## src/rtl/secded_pkg.sv

```systemverilog
package secded_pkg;

   // smallest number of Hamming check bits for a data width
   function automatic int chk_count(input int dw);
      int r;
      r = 1;
      while ((1 << r) < dw + r + 1) r++;
      return r;
   endfunction

   // 1-based codeword position carrying data bit j (0-based)
   function automatic int data_slot(input int j);
      int p;
      int seen;
      p    = 0;
      seen = -1;
      while (seen < j) begin
         p++;
         if ((p & (p - 1)) != 0) seen++;
      end
      return p;
   endfunction

   function automatic int pos_width(input int code_w);
      return $clog2(code_w + 1);
   endfunction

endpackage

```

## src/rtl/secded_syndrome.sv

```systemverilog
module secded_syndrome #(
   parameter int HAM_W = 71,
   parameter int CHK_W = 7
) (
   input  logic [HAM_W-1:0] word,
   output logic [CHK_W-1:0] syn
);
   always_comb begin
      syn = '0;
      for (int p = 1; p <= HAM_W; p++) begin
         for (int k = 0; k < CHK_W; k++) begin
            if (((p >> k) & 1) == 1) syn[k] = syn[k] ^ word[p-1];
         end
      end
   end
endmodule

```

## src/rtl/secded_encoder.sv

```systemverilog
module secded_encoder
   import secded_pkg::*;
#(
   parameter int DATA_W = 64,
   parameter int CHK_W  = chk_count(DATA_W),
   parameter int HAM_W  = DATA_W + CHK_W,
   parameter int CODE_W = HAM_W + 1
) (
   input  logic [DATA_W-1:0] data,
   output logic [CODE_W-1:0] code
);
   wire  [HAM_W-1:0] spread;
   wire  [HAM_W-1:0] chk_spread;
   logic [CHK_W-1:0] chk;

   for (genvar j = 0; j < DATA_W; j++) begin : g_place
      assign spread[data_slot(j)-1] = data[j];
   end
   for (genvar k = 0; k < CHK_W; k++) begin : g_hole
      assign spread[(1 << k) - 1]     = 1'b0;
      assign chk_spread[(1 << k) - 1] = chk[k];
   end
   for (genvar j = 0; j < DATA_W; j++) begin : g_zero
      assign chk_spread[data_slot(j)-1] = 1'b0;
   end

   secded_syndrome #(.HAM_W(HAM_W), .CHK_W(CHK_W)) u_chk (
      .word (spread),
      .syn  (chk)
   );

   logic [HAM_W-1:0] body;
   assign body = spread | chk_spread;
   assign code = {^body, body};
endmodule

```

## src/rtl/secded_decoder.sv

```systemverilog
module secded_decoder
   import secded_pkg::*;
#(
   parameter int DATA_W = 64,
   parameter int CHK_W  = chk_count(DATA_W),
   parameter int HAM_W  = DATA_W + CHK_W,
   parameter int CODE_W = HAM_W + 1,
   parameter int POS_W  = pos_width(CODE_W)
) (
   input  logic [CODE_W-1:0] code,
   output logic [DATA_W-1:0] data,
   output logic              corr,
   output logic              uncorr,
   output logic [POS_W-1:0]  pos
);
   logic [HAM_W-1:0] body;
   logic [HAM_W-1:0] flip;
   logic [HAM_W-1:0] fixed;
   logic [CHK_W-1:0] syn;
   logic             par_bad;

   assign body    = code[HAM_W-1:0];
   assign par_bad = ^code;

   secded_syndrome #(.HAM_W(HAM_W), .CHK_W(CHK_W)) u_syn (
      .word (body),
      .syn  (syn)
   );

   always_comb begin
      corr   = 1'b0;
      uncorr = 1'b0;
      pos    = '0;
      flip   = '0;
      if (syn == '0) begin
         if (par_bad) begin
            corr = 1'b1;
            pos  = POS_W'(CODE_W);
         end
      end else if (par_bad && (int'(syn) <= HAM_W)) begin
         corr = 1'b1;
         pos  = POS_W'(syn);
         for (int p = 1; p <= HAM_W; p++) flip[p-1] = (int'(syn) == p);
      end else begin
         uncorr = 1'b1;
      end
   end

   assign fixed = body ^ flip;

   for (genvar j = 0; j < DATA_W; j++) begin : g_pick
      assign data[j] = fixed[data_slot(j)-1];
   end
endmodule

```

## src/rtl/secded_codec.sv

```systemverilog
module secded_codec
   import secded_pkg::*;
#(
   parameter int DATA_W = 64,
   localparam int CHK_W  = chk_count(DATA_W),
   localparam int CODE_W = DATA_W + CHK_W + 1,
   localparam int POS_W  = pos_width(CODE_W)
) (
   input  logic [DATA_W-1:0] wr_data,
   output logic [CODE_W-1:0] wr_code,
   input  logic [CODE_W-1:0] rd_code,
   output logic [DATA_W-1:0] rd_data,
   output logic              err_corr,
   output logic              err_uncorr,
   output logic [POS_W-1:0]  err_pos
);
   if (DATA_W < 1) begin : g_bad_width
      $error("secded_codec: DATA_W must be at least 1");
   end
   if ((1 << CHK_W) < DATA_W + CHK_W + 1) begin : g_bad_chk
      $error("secded_codec: too few check bits");
   end

   secded_encoder #(.DATA_W(DATA_W)) u_enc (
      .data (wr_data),
      .code (wr_code)
   );

   secded_decoder #(.DATA_W(DATA_W)) u_dec (
      .code   (rd_code),
      .data   (rd_data),
      .corr   (err_corr),
      .uncorr (err_uncorr),
      .pos    (err_pos)
   );
endmodule

```

## config.mk

```make
export PLATFORM = sky130hd
export DESIGN_NAME = secded_codec
export DESIGN_NICKNAME = d
export VERILOG_FILES = /design/src/rtl/secded_pkg.sv /design/src/rtl/secded_syndrome.sv /design/src/rtl/secded_encoder.sv /design/src/rtl/secded_decoder.sv /design/src/rtl/secded_codec.sv
export SDC_FILE = /design/constraint.sdc
export NUM_CORES = 1
export LEC_CHECK = 0
export BUFFER_PORTS_ARGS = -buffer_cell sky130_fd_sc_hd__buf_2
export CAP_MARGIN = 0
export CORE_MARGIN = 4
export CORE_UTILIZATION = 45
export DETAILED_ROUTE_END_ITERATION = 10
export PLACE_DENSITY = 0.78
export REMOVE_ABC_BUFFERS = 1
export SYNTH_ARGS = -nofsm -noshare
export SYNTH_HDL_FRONTEND = slang
export SYNTH_HIERARCHICAL = 1
export SYNTH_SLANG_ARGS = --single-unit
export TNS_END_PERCENT = 100
```

## constraint.sdc

```tcl
create_clock -name vclk -period 4.7
set_input_delay 0.47 -clock vclk [all_inputs]
set_output_delay 0.47 -clock vclk [all_outputs]
set_load 0.05 [all_outputs]
```

==> results.md <==
## Run status
* **status** finished clean

## Critical path
* **data arrival time at the worst-slack endpoint** 3.98 ns
* **WS Path Type** in -> out
* **worst path buffer plus inverter count** 2
* **CP endpoint kind** primary output
* **largest driver fanout on the critical path** 11
* **dominant delay contributor by cell family on the critical path** XOR/XNOR gates
* **Critical Path RT** 4.23 ns
* **crit start category** input port
* **Max stage delay on crit path** 0.50 ns
* **cell breakdown of the critical path** buf_2 -> xor2_1 -> xnor2_1 -> xnor3_1 -> xnor3_1 -> xor2_1 -> or4_1 -> nand2_1 -> nor4_1 -> xor2_1 -> buf_2
* **slowest library cell on the worst path** sky130_fd_sc_hd__xnor3_1
* **most prevalent standard cell on the critical path** sky130_fd_sc_hd__xor2_1

## STA
* **final setup violation count** 0
* **max-slew violation count** 0
* **fmax** 225 MHz
* **Final min period** 4.45 ns
* **final critical-path share of the clock period** 94.7%
* **slew margin rel.** 47.9%
* **setup repair after global routing missed its margin** false
* **slew at the pin closest to its max-slew limit** 0.782 ns
* **crit path setup slack, layout** 0.248 ns
* **final hold viol count** 0

## Synthesis
* **count of mapped cells out of synthesis** 641
* **proportion of netlist area held by the largest area contributor** 53.2%
* **main combinational cell family by area after synthesis** XOR/XNOR gates
* **synth top area cells** sky130_fd_sc_hd__xnor2_1, sky130_fd_sc_hd__xor2_1, sky130_fd_sc_hd__buf_4
* **adder and majority gate portion of the synthesized area** 0%
* **part of the Yosys area used for sequential elements** 0%
* **Netlist Area Pre-Place** 0.00552 mm^2
* **syn_area_per_cell** 8.60 um^2
* **library cell with the largest summed area after synthesis** sky130_fd_sc_hd__xnor2_1
* **number of distinct standard cells referenced by the synthesized netlist** 30
* **area share of xor/xnor cells in the synthesized design** 75.5%
* **number of warnings printed during yosys synthesis** 6
* **Post-Synth Simple-Gate Area** 13.6%
* **share of cell area taken by muxes after synthesis** 0.204%
* **area fraction in compound gates after synthesis** 0.181%

## Die
* **Die Y** 119 um
* **die footprint** 0.0141 mm^2
* **std cell rows** 40
* **Placeable Area** 0.0120 mm^2
* **boundary pin count** 281
* **starting utilization of the core area** 45.9%
* **Chip Width** 119 um

## GRT
* **gr busiest metal** met2
* **pin count of the biggest net entering global routing** 30
* **global-route met1 utilization** 29.1%
* **global-route wire length before repair** 28000 um
* **GR Util met2** 47.1%
* **Overflow after GRT** 0
* **antenna violations before repair** 1
* **fraction of met3 tracks used by global routing** 5.45%
* **via count of the first global-routing pass** 5035
* **GRT Overall Usage** 24.9%

## Hold path
* **Worst Hold Class** in -> out

## Final layout
* **total of clock buffers placed in the layout** 0
* **area of the multi-input gates** 0.00498 mm^2
* **Final Cell Area** 0.00669 mm^2
* **core utilization of the finished layout** 55.7%
* **flip-flop and latch count** 0
* **Seq. cell area** 0 um^2
* **relative area change from synthesis to final layout** 21.3%
* **count of filler cells inserted in the layout** 1106
* **final net count** 995
* **share of cells above drive strength 1** 37.5%

## Drt
* **sum of routed wire length over all layers** 18800 um
* **number of remaining DRC errors** 0
* **detailed-route via count** 5076
* **drt wl/cell** 18.7 um
* **Detail Route Antenna Nets** 0
* **post-detailed-route via-to-cell ratio** 5.05
* **Pre-Repair DR Iteration Count** 5
* **starting DRC count in detailed routing** 333

## Clocking
* **# hold bufs at CTS** 0
* **setup bufs post-CTS** 0
* **number of instances resized during post-cts repair** 0

## Placement
* **gp weighted congestion** 0.993
* **number of port buffers** 281
* **detailed-placement wirelength estimate** 16400 um
* **setup slack after placement** 0.340 ns
* **placement-stage cell area** 0.00668 mm^2

## Flow run
* **max capacitance violation total** 0

cell families after synthesis:
family,after synthesis
other,1
buffers and inverters,86
AO/OA/AOI/OAI,2
AND/OR/NAND/NOR,106
XOR/XNOR,445
multiplexers,1
cell usage in the layout (no fill, tap or decap), types with 7 or more instances in the layout:
| cell type | count |
|---|---|
| sky130_fd_sc_hd__xor2_1 | 91 |
| sky130_fd_sc_hd__buf_2 | 281 |
| sky130_fd_sc_hd__nor4_2 | 17 |
| sky130_fd_sc_hd__nor3b_1 | 8 |
| sky130_fd_sc_hd__nor2_1 | 11 |
| sky130_fd_sc_hd__nor3_1 | 18 |
| sky130_fd_sc_hd__buf_4 | 13 |
| sky130_fd_sc_hd__xnor2_1 | 334 |
| sky130_fd_sc_hd__xnor3_1 | 15 |
| sky130_fd_sc_hd__nand3b_1 | 29 |
| sky130_fd_sc_hd__conb_1 | 7 |
routing by layer:
metal	vias up	wire length, um
li1	2403	-
met1	2360	6970
met2	289	9750
met3	24	1770
met4	0	287
met5	-	0
metrics by stage:
step | setup TNS [ns] | cells | hold slack, ns
2_1_floorplan | -0.740 | 562 | 0.940
3_3_place_gp | 0 | 1004 | 1.27
3_5_place_dp | 0 | 1004 | 1.27
4_1_cts | 0 | 1004 | 1.27
5_1_grt | 0 | 1005 | 1.28
6_report | 0 | 1005 | 1.27
synth_stat cells (all sizes together):
| cell type | number |
|---|---|
| xnor3 | 18 |
| or3 | 1 |
| mux2 | 1 |
| or2 | 3 |
| conb | 1 |
| o21ai | 1 |
| or4 | 1 |
| xor2 | 91 |
| nor3 | 18 |
| xnor2 | 336 |
| nand2 | 6 |
| clkbuf | 13 |
| and2 | 3 |
| nor3b | 8 |
| nand3b | 29 |
| nand2b | 5 |
| nor4 | 19 |
| nand4 | 1 |
| a21oi | 1 |
| nor2 | 11 |
| inv | 1 |
| nand3 | 1 |
| buf | 72 |
layout make-up:
class,count,share of cell area (%)
diodes,1,0.0374
inverters,1,0.0561
multi-input cells,561,74.4
well taps,147,2.75
repair buffers,295,22.8
path summary, 6_finish.rpt:
path / from / end / slack (ns) / cells after the start
min: wr_data[57] / wr_code[64] / 1.27 / 2
max: rd_code[60] / rd_data[4] / 0.25 / 11
Power is not shown: default switching activity piles up to over one toggle a cycle in this logic, so the estimate is an artifact.
